<file path="config.mk">
export PLATFORM = sky130hd
export DESIGN_NAME = frame_readback_engine
export DESIGN_NICKNAME = d
export VERILOG_FILES = /design/src/rtl/frb_pkg.sv /design/src/rtl/frb_counter.sv /design/src/rtl/frb_len_calc.sv /design/src/rtl/frb_cmd_seq.sv /design/src/rtl/frb_ctrl.sv /design/src/rtl/frame_readback_engine.sv
export SDC_FILE = /design/constraint.sdc
export NUM_CORES = 1
export LEC_CHECK = 0
export ABC_AREA = 1
export BUFFER_PORTS_ARGS = -buffer_cell sky130_fd_sc_hd__buf_2
export CAP_MARGIN = 20
export CORE_MARGIN = 5
export CORE_UTILIZATION = 55
export DETAILED_ROUTE_END_ITERATION = 6
export PLACE_DENSITY_LB_ADDON = 0.05
export SYNTH_ARGS = -nofsm -noshare
export SYNTH_HDL_FRONTEND = slang
export SYNTH_SLANG_ARGS = --single-unit
</file>
<file path="constraint.sdc">
create_clock -name clk -period 5.9 [get_ports clk]
set_input_delay 1.475 -clock clk [delete_from_list [all_inputs] [get_ports clk]]
set_output_delay 1.475 -clock clk [all_outputs]
set_load 0.02 [all_outputs]
</file>
<file path="src/rtl/frb_pkg.sv">
package frb_pkg;

  typedef enum logic [2:0] {
    S_IDLE, S_CMD, S_WR_OFF, S_TURN_RD, S_READ, S_RD_OFF, S_TURN_WR, S_DONE
  } frb_state_e;

  localparam logic [2:0]  OP_READBACK  = 3'b001;
  localparam int          N_CMD        = 11;
  localparam int          WC_BITS      = 27;

  localparam logic [31:0] W_PAD        = 32'hFFFF_FFFF;
  localparam logic [31:0] W_SYNC       = 32'hAA99_5566;
  localparam logic [31:0] W_NOOP       = 32'h2000_0000;
  localparam logic [31:0] W_HDR_CMD    = 32'h3000_8001;
  localparam logic [31:0] W_CMD_RDCFG  = 32'h0000_0004;
  localparam logic [31:0] W_HDR_ADDR   = 32'h3000_2001;
  localparam logic [31:0] W_HDR_RDOUT  = 32'h2800_6000;
  localparam logic [31:0] W_HDR_LONG   = 32'h4800_0000;

  function automatic logic [31:0] cmd_word(input int idx,
                                           input logic [31:0] faddr,
                                           input logic [WC_BITS-1:0] wc);
    case (idx)
      0:       return W_PAD;
      1:       return W_SYNC;
      2:       return W_NOOP;
      3:       return W_HDR_CMD;
      4:       return W_CMD_RDCFG;
      5:       return W_NOOP;
      6:       return W_HDR_ADDR;
      7:       return faddr;
      8:       return W_HDR_RDOUT;
      9:       return W_HDR_LONG | {{(32-WC_BITS){1'b0}}, wc};
      default: return W_NOOP;
    endcase
  endfunction

endpackage

</file>
<file path="src/rtl/frb_counter.sv">
module frb_counter #(
  parameter int W = 8
) (
  input  logic         clk,
  input  logic         rst_n,
  input  logic         clr,
  input  logic         inc,
  output logic [W-1:0] q
);
  always_ff @(posedge clk) begin
    if (!rst_n)   q <= '0;
    else if (clr) q <= '0;
    else if (inc) q <= q + W'(1);
  end
endmodule

</file>
<file path="src/rtl/frb_len_calc.sv">
module frb_len_calc #(
  parameter int CNT_W       = 6,
  parameter int FRAME_WORDS = 41,
  parameter int TW          = 12
) (
  input  logic             clk,
  input  logic             rst_n,
  input  logic             load,
  input  logic [CNT_W-1:0] frame_cnt,
  output logic [TW-1:0]    total_q
);
  logic [CNT_W-1:0] n_eff;
  logic [TW-1:0]    total_d;

  always_comb begin
    n_eff   = (frame_cnt == '0) ? CNT_W'(1) : frame_cnt;
    total_d = TW'(FRAME_WORDS) * (TW'(n_eff) + TW'(1)) + TW'(1);
  end

  always_ff @(posedge clk) begin
    if (!rst_n)    total_q <= '0;
    else if (load) total_q <= total_d;
  end
endmodule

</file>
<file path="src/rtl/frb_cmd_seq.sv">
module frb_cmd_seq #(
  parameter int IW = 4
) (
  input  logic [IW-1:0]               idx,
  input  logic [31:0]                 faddr,
  input  logic [frb_pkg::WC_BITS-1:0] wc,
  output logic [31:0]                 word
);
  logic [31:0] tbl [frb_pkg::N_CMD];

  for (genvar g = 0; g < frb_pkg::N_CMD; g++) begin : g_tbl
    assign tbl[g] = frb_pkg::cmd_word(g, faddr, wc);
  end

  always_comb begin
    word = frb_pkg::W_NOOP;
    for (int i = 0; i < frb_pkg::N_CMD; i++)
      if (idx == IW'(i)) word = tbl[i];
  end
endmodule

</file>
<file path="src/rtl/frb_ctrl.sv">
module frb_ctrl
  import frb_pkg::*;
(
  input  logic       clk,
  input  logic       rst_n,
  input  logic       start,
  input  logic [2:0] op_sel,
  input  logic       cfg_busy,
  input  logic       cmd_last,
  input  logic       beat_last,
  output logic       load,
  output logic       idx_inc,
  output logic       beat_inc,
  output logic       drive_cmd,
  output logic       accept,
  output logic       ce_n,
  output logic       rnw,
  output logic       done
);
  frb_state_e st, st_n;

  always_ff @(posedge clk) begin
    if (!rst_n) st <= S_IDLE;
    else        st <= st_n;
  end

  always_comb begin
    st_n      = st;
    load      = 1'b0;
    idx_inc   = 1'b0;
    beat_inc  = 1'b0;
    drive_cmd = 1'b0;
    accept    = 1'b0;
    ce_n      = 1'b1;
    rnw       = 1'b0;
    done      = 1'b0;
    unique case (st)
      S_IDLE: begin
        if (start && op_sel == OP_READBACK) begin
          load = 1'b1;
          st_n = S_CMD;
        end
      end
      S_CMD: begin
        ce_n      = 1'b0;
        drive_cmd = 1'b1;
        idx_inc   = 1'b1;
        if (cmd_last) st_n = S_WR_OFF;
      end
      S_WR_OFF:  st_n = S_TURN_RD;
      S_TURN_RD: begin
        rnw  = 1'b1;
        st_n = S_READ;
      end
      S_READ: begin
        ce_n = 1'b0;
        rnw  = 1'b1;
        if (!cfg_busy) begin
          accept   = 1'b1;
          beat_inc = 1'b1;
          if (beat_last) st_n = S_RD_OFF;
        end
      end
      S_RD_OFF: begin
        rnw  = 1'b1;
        st_n = S_TURN_WR;
      end
      S_TURN_WR: st_n = S_DONE;
      S_DONE: begin
        done = 1'b1;
        st_n = S_IDLE;
      end
      default: st_n = S_IDLE;
    endcase
  end
endmodule

</file>
<file path="src/rtl/frame_readback_engine.sv">
module frame_readback_engine #(
  parameter  int FRAME_WORDS = 41,
  parameter  int CNT_W       = 6,
  localparam int MAX_WORDS   = FRAME_WORDS * (1 << CNT_W) + 1,
  localparam int AW          = $clog2(MAX_WORDS + 1)
) (
  input  logic             clk,
  input  logic             rst_n,
  input  logic             start,
  input  logic [2:0]       op_sel,
  input  logic [31:0]      frame_addr,
  input  logic [CNT_W-1:0] frame_cnt,
  output logic             cfg_ce_n,
  output logic             cfg_rnw,
  output logic [31:0]      cfg_din,
  input  logic [31:0]      cfg_dout,
  input  logic             cfg_busy,
  output logic             ram_we,
  output logic [AW-1:0]    ram_addr,
  output logic [31:0]      ram_wdata,
  output logic             done
);
  localparam int IW = $clog2(frb_pkg::N_CMD);

  logic          load, idx_inc, beat_inc, drive_cmd, accept;
  logic [IW-1:0] idx_q;
  logic [AW-1:0] beat_q, total_q;
  logic [31:0]   faddr_q, cmd_w;
  logic          cmd_last, beat_last;

  frb_ctrl u_ctrl (
    .clk, .rst_n, .start, .op_sel, .cfg_busy,
    .cmd_last, .beat_last,
    .load, .idx_inc, .beat_inc, .drive_cmd, .accept,
    .ce_n(cfg_ce_n), .rnw(cfg_rnw), .done
  );

  frb_counter #(.W(IW)) u_idx (
    .clk, .rst_n, .clr(load), .inc(idx_inc), .q(idx_q)
  );

  frb_counter #(.W(AW)) u_beat (
    .clk, .rst_n, .clr(load), .inc(beat_inc), .q(beat_q)
  );

  frb_len_calc #(.CNT_W(CNT_W), .FRAME_WORDS(FRAME_WORDS), .TW(AW)) u_len (
    .clk, .rst_n, .load, .frame_cnt, .total_q
  );

  frb_cmd_seq #(.IW(IW)) u_cmd (
    .idx(idx_q), .faddr(faddr_q),
    .wc(frb_pkg::WC_BITS'(total_q)), .word(cmd_w)
  );

  assign cmd_last  = (idx_q == IW'(frb_pkg::N_CMD - 1));
  assign beat_last = (beat_q == total_q - AW'(1));
  assign cfg_din   = drive_cmd ? cmd_w : '0;

  always_ff @(posedge clk) begin
    if (!rst_n) begin
      faddr_q   <= '0;
      ram_we    <= 1'b0;
      ram_addr  <= '0;
      ram_wdata <= '0;
    end else begin
      if (load) faddr_q <= frame_addr;
      ram_we <= accept;
      if (accept) begin
        ram_addr  <= beat_q;
        ram_wdata <= cfg_dout;
      end
    end
  end
endmodule

</file>
## After elaboration in Yosys (flattened, before gate mapping)

Cells that the tools add are included.

- Logic and storage cells: 72
- Output and inout port bits: 80
- Input bits: 77
- Bits in registers: 108

- Reductions and logical operators: 8
- Bitwise operators: 1
- Multiply operators: 1
- Multiplexer cells: 26
- Eq/ne operators: 23
- Add/subtract/negate cells: 5

Operators by type and width:

| kind | number |
|---|---|
| 32-bit 2-to-1 mux | 12 |
| 12-bit by 1-bit adder with 12-bit output (second input constant) | 2 |
| 3-bit one-hot mux with 8 select lines | 1 |
| 4-bit by 3-bit == test with 1-bit output (second input constant) | 4 |
| 12-bit == test | 1 |
| 3-bit == test (second input constant) | 4 |
| 4-bit == test (second input constant) | 3 |
| 6-bit by 12-bit multiplier with 12-bit output (first input constant) | 1 |
| 3-bit 2-to-1 mux | 4 |
| 12-bit by 1-bit subtractor with 12-bit output (second input constant) | 1 |
| 4-bit by 2-bit == test with 1-bit output (second input constant) | 2 |
| 1-bit 2-to-1 mux | 8 |
| 6-bit by 1-bit adder with 7-bit output (second input constant) | 1 |
| 3-bit by 1-bit == test with 1-bit output (second input constant) | 2 |
| 3-bit by 2-bit == test with 1-bit output (second input constant) | 2 |
| 6-bit logical NOT | 1 |
| 6-bit 2-to-1 mux | 1 |
| 2-bit inequality test (second input constant) | 3 |
| 4-bit by 1-bit adder with 4-bit output (second input constant) | 1 |
| 4-bit by 1-bit == test with 1-bit output (second input constant) | 1 |
| 4-bit logical NOT | 1 |
| 4-bit AND reduction | 1 |
| 2-bit OR reduction | 2 |
| 3-bit logical NOT | 1 |
| other kinds (4) | 4 |

## Depth between registers and ports, before layout

- Depth after elaboration: 13
- Gate-level depth with buffers: 19
- Mapped depth without buffers: 19

## Modules after synthesis

A second synthesis with hierarchy kept.

- Cells, all modules: 978
- Area, all modules: 6303.5 um^2

Modules (own cells, without submodules):

| module | sequential area each (um^2) | times used | cells each | area an instance (um^2) |
|---|---|---|---|---|
| frame_readback_engine | 1541.5 | 1 | 507 | 3347.0 |
| frb_len_calc | 240.2 | 1 | 191 | 1267.5 |
| frb_cmd_seq | 0.0 | 1 | 131 | 706.9 |
| frb_counter (u_beat) | 240.2 | 1 | 84 | 573.0 |
| frb_ctrl | 60.1 | 1 | 42 | 239.0 |
| frb_counter (u_idx) | 80.1 | 1 | 23 | 170.2 |

## Least setup slack after synthesis

Ideal clock, no wire load.

- Kind: input to register
- Start point: input frame_cnt[3]
- End point: register u_len.total_q[11]
- Setup slack: 1.728 ns
- Data required time: 5.784 ns
- Stages: 17
- Buffers on the path: 0
- Data arrival time: 4.056 ns
- Setup time: 0.116 ns
- Cell sequence: nor4_1 -> nand3_1 -> nand2_1 -> nor2_1 -> nor2_1 -> ha_1 -> fa_1 -> ha_1 -> ha_1 -> a21oi_1 -> inv_1 -> nand2_1 -> o2111ai_1 -> xor2_1 -> nand2_1 -> o211ai_1 -> inv_1

- Word-level cells in the longest chain between the ends: 5

Ends and longest elaborated chain:

| element | RTL line | text |
|---|---|---|
| from (decl) | frame_readback_engine.sv:12 | `input logic [CNT_W-1:0] frame_cnt,` |
| 6-bit logical NOT | frb_len_calc.sv:16 | `n_eff = (frame_cnt == '0) ? CNT_W'(1) : frame_cnt;` |
| 6-bit 2-to-1 mux (*) | frb_len_calc.sv:16 |  |
| 6-bit by 1-bit adder with 7-bit output (*) | frb_len_calc.sv:17 | `total_d = TW'(FRAME_WORDS) * (TW'(n_eff) + TW'(1)) + TW'(1);` |
| 6-bit by 12-bit multiplier with 12-bit output (*) | frb_len_calc.sv:17 |  |
| 12-bit by 1-bit adder with 12-bit output (*) | frb_len_calc.sv:17 |  |
| to (signal assigned) | frb_len_calc.sv:22 | `else if (load) total_q <= total_d;` |
| to (decl) | frb_len_calc.sv:10 | `output logic [TW-1:0] total_q` |

Every way passes the cells marked *; elsewhere a longest branch is shown, timed or not.
A chain may end at the register's enable or synchronous reset.

## Worst setup path in the final report

- Start point: register u_ctrl.st[1]
- End point: output cfg_din[31]

- Word-level cells in the longest chain between the ends: 3

Ends and longest elaborated chain:

| element | RTL line | text |
|---|---|---|
| from (decl) | frb_ctrl.sv:20 | `frb_state_e st, st_n;` |
| from (signal assigned) | frb_ctrl.sv:24 | `else st <= st_n;` |
| 3-bit by 1-bit == test with 1-bit output | frb_ctrl.sv:37 | `unique case (st)` |
| 1-bit 2-to-1 mux | frb_ctrl.sv:37 |  |
| 32-bit 2-to-1 mux | frame_readback_engine.sv:57 | `assign cfg_din = drive_cmd ? cmd_w : '0;` |
| to (decl) | frame_readback_engine.sv:15 | `output logic [31:0] cfg_din,` |

No other way between the ends.

==> impl_metrics.ini <==
[run_status]
outcome = finished, final reports clean

[yosys]
synth-main-ff-cell = dfxtp_1
synth_top_area_share_pct = 38.8
netlist_area_um2 = 5570
netlist_top_cells_area = dfxtp_1 (39%), nand2_1 (10%), nor2_1 (8.7%)
synth-edff-count = 0
synth_seq_cells = 108
syn_avg_cell_area_um2 = 7.11
syn_nets = 898
synth_area_leader_cell = dfxtp_1
synthArstFlopShare_pct = 0
yosysWarnings = 0
seq_area_frac_synth_pct = 38.8
ys_types = 37
netlist_instances = 783

[clock_tree]
cts_hold_buf = 0
cts_buffer_depth = 2
post_cts_buffers = 0
cts_buffers = 9
cts.sinks = 108
post_cts_resized = 0
clkLatencyLatePin_ps = 390
cts-root-buf = clkbuf_8
cts_tree = done
htreeDepth = 3
cts.clk_slew.worst_paths_ps = 90

[timing]
period_share_pct = 73.5
hold-worst-slack_ps = 452
fin_skew_ps = 5.99
tightest_slew_ps = 740
fin_crit_ps = 4340
tns_ps = 0
fmax_mhz = 230
setup_viol = 0
slew_headroom_pct = 50.7
rsz0062_at_grt = no
finalHoldViolations = 0
drv_slew = 0

[setup_path]
crit_type = reg2out
critPathLaunchType = flip-flop
cp_top_family = simple AND/OR/NAND/NOR gates
crit_slowest_cell = nor2_1
r2r_end = u_beat.q[11]$_SDFFE_PP0P_
timing.rr.start = u_ctrl.st[0]$_SDFFE_PN0P_
reg2reg_slack_ps = 3480
end_kind = output port
cp_max_fo = 8
crit_chain = inv_1 > ha_1 > inv_1 > nor2_1 > nand2_1 > nor2_1 > nand2_1 > a21oi_1 > buf_2
path_buf_inv = 3
worstPathRequired_ps = 4430
ff2ff_path_depth = 12
slowest_delay_ps = 490
arrival_ps = 2860

[detailed_routing]
postRouteAntennaNets = 0
wl_per_cell_um = 13.3
wl_um = 14200
via_per_inst = 5.11
num_vias = 5439
firstDrtPassIters = 5
first_iter_violations = 427
drc_errors = 0

[layout]
n_fill_cell = 941
drive_above_1_share_pct = 20.6
fin_util_pct = 67.5
area_delta_synth_final_pct = 19.1
antenna_cells = 0
multi_input_area_um2 = 2960
most-common-layout-cells = buf_2 (156), nand2_1 (153), nor2_1 (128)
finalNetCount = 1041
instances_no_fill = 1064
seqCellArea_um2 = 2160
layout_commonest_cell = buf_2

[hold_path]
hold_path_class = reg2reg
holdPathEnd = faddr_q[11]$_SDFFE_PN0P_
min_from = faddr_q[11]$_SDFFE_PN0P_
holdPathStages = 2

[floorplanning]
die-area_um2 = 12200
start_util_pct = 56.7
die_x_um = 111
pin_count = 157
placementRows = 36
die_y_um = 111
core_area_um2 = 9820

[global_routing]
track_usage_pct = 23.1
use_met2_pct = 39.7
grt_antenna_before_repair = 0
grt_use_met3_pct = 6.78
grt_pass1_wl_um = 23900
grt.busiest_layer = met2
first_global_vias = 5294
globalRouteOverflowTotal = 0
grt_max_degree = 57
grtUsageMet1_pct = 27.6

[place]
hpwl_um = 10900
gp_congestion = 0.937
port_buffers = 156
placed_cells_incl_taps = 1048

[power_and_ir_drop]
finalPower_mw = 2.33
p_leak_nw = 3.42
vdd_drop_max_v = 0.000235
p_per_area_nw_per_um2 = 352

[job]
max_cap_viol_count = 0
-- state kept, by name (all words and copies together) (netlist names) --
name	cells
faddr_q	32
ram_wdata	32
ram_addr	12
u_beat.q	12
u_len.total_q	12
u_idx.q	4
u_ctrl.st	3
ram_we	1
-- power breakdown --
group          leakage (nW)  internal [mW]  switching, mW
sequential            0.874          0.798         0.0429
combinational          2.44          0.337          0.709
clock                 0.103          0.190          0.252
total                  3.42           1.33           1.00
-- cells by family after synthesis --
group / share of synthesized area (%)
and+or+nand+nor: 24.6
AOI/OAI and AO/OA: 16.9
buffers and inverters: 8.12
DFF: 38.8
adders and majority gates: 8.68
xor gates and xnor gates: 2.83
-- per-layer routing --
layer  vias up  routed length, um
met5         -                  0
met3        31                883
met4         0                309
met2       147               6870
li1       2823                  -
met1      2438               6120
-- worst max path at each step --
stage	startpoint	endpoint	slack, ps	depth (start not counted)
after floorplan	frame_cnt[3]	u_len.total_q[11]$_SDFFE_PN0P_	1730	17
after CTS	u_ctrl.st[1]$_SDFFE_PN0P_	cfg_din[25]	1600	9
after global placement	frame_cnt[3]	u_len.total_q[11]$_SDFFE_PN0P_	1450	18
after global routing	u_ctrl.st[1]$_SDFFE_PN0P_	cfg_din[16]	1310	9
after detailed placement	frame_cnt[3]	u_len.total_q[9]$_SDFFE_PN0P_	1310	16
final	u_ctrl.st[1]$_SDFFE_PN0P_	cfg_din[31]	1560	9
-- final cells by class --
cell class              count  area share [%]
multi-input cells         558            44.6
flip-flops and latches    108            32.6
repair buffers            159            12.1
inverters                  90            5.13
well taps                 133            2.51
clock buffers              12            2.49
clock inverters             4           0.472
-- per-stage QoR --
step	setup WS [ps]	area (um2)
3_3_place_gp	1450	6430
5_1_grt	1310	6630
6_report	1560	6630
3_5_place_dp	1310	6430
2_1_floorplan	1730	5570
4_1_cts	1600	6630
-- cell usage after synthesis, drive strengths merged, types with 5 or more instances --
library cell,number
o21ai,92
a21oi,51
clkbuf,21
nand3,24
inv,89
nand2,156
nand4,6
xor2,14
nor2,136
ha,37
o211ai,11
buf,6
dfxtp,108
o22ai,6
a22o,5
-- tightest hold or removal path, delay by kind of cell (launching register included) --
kind	cells	cell delay, ps
flip-flops	1	320
AND/OR/NAND/NOR	2	100
Note: power is estimated with default switching activity, not from simulation.
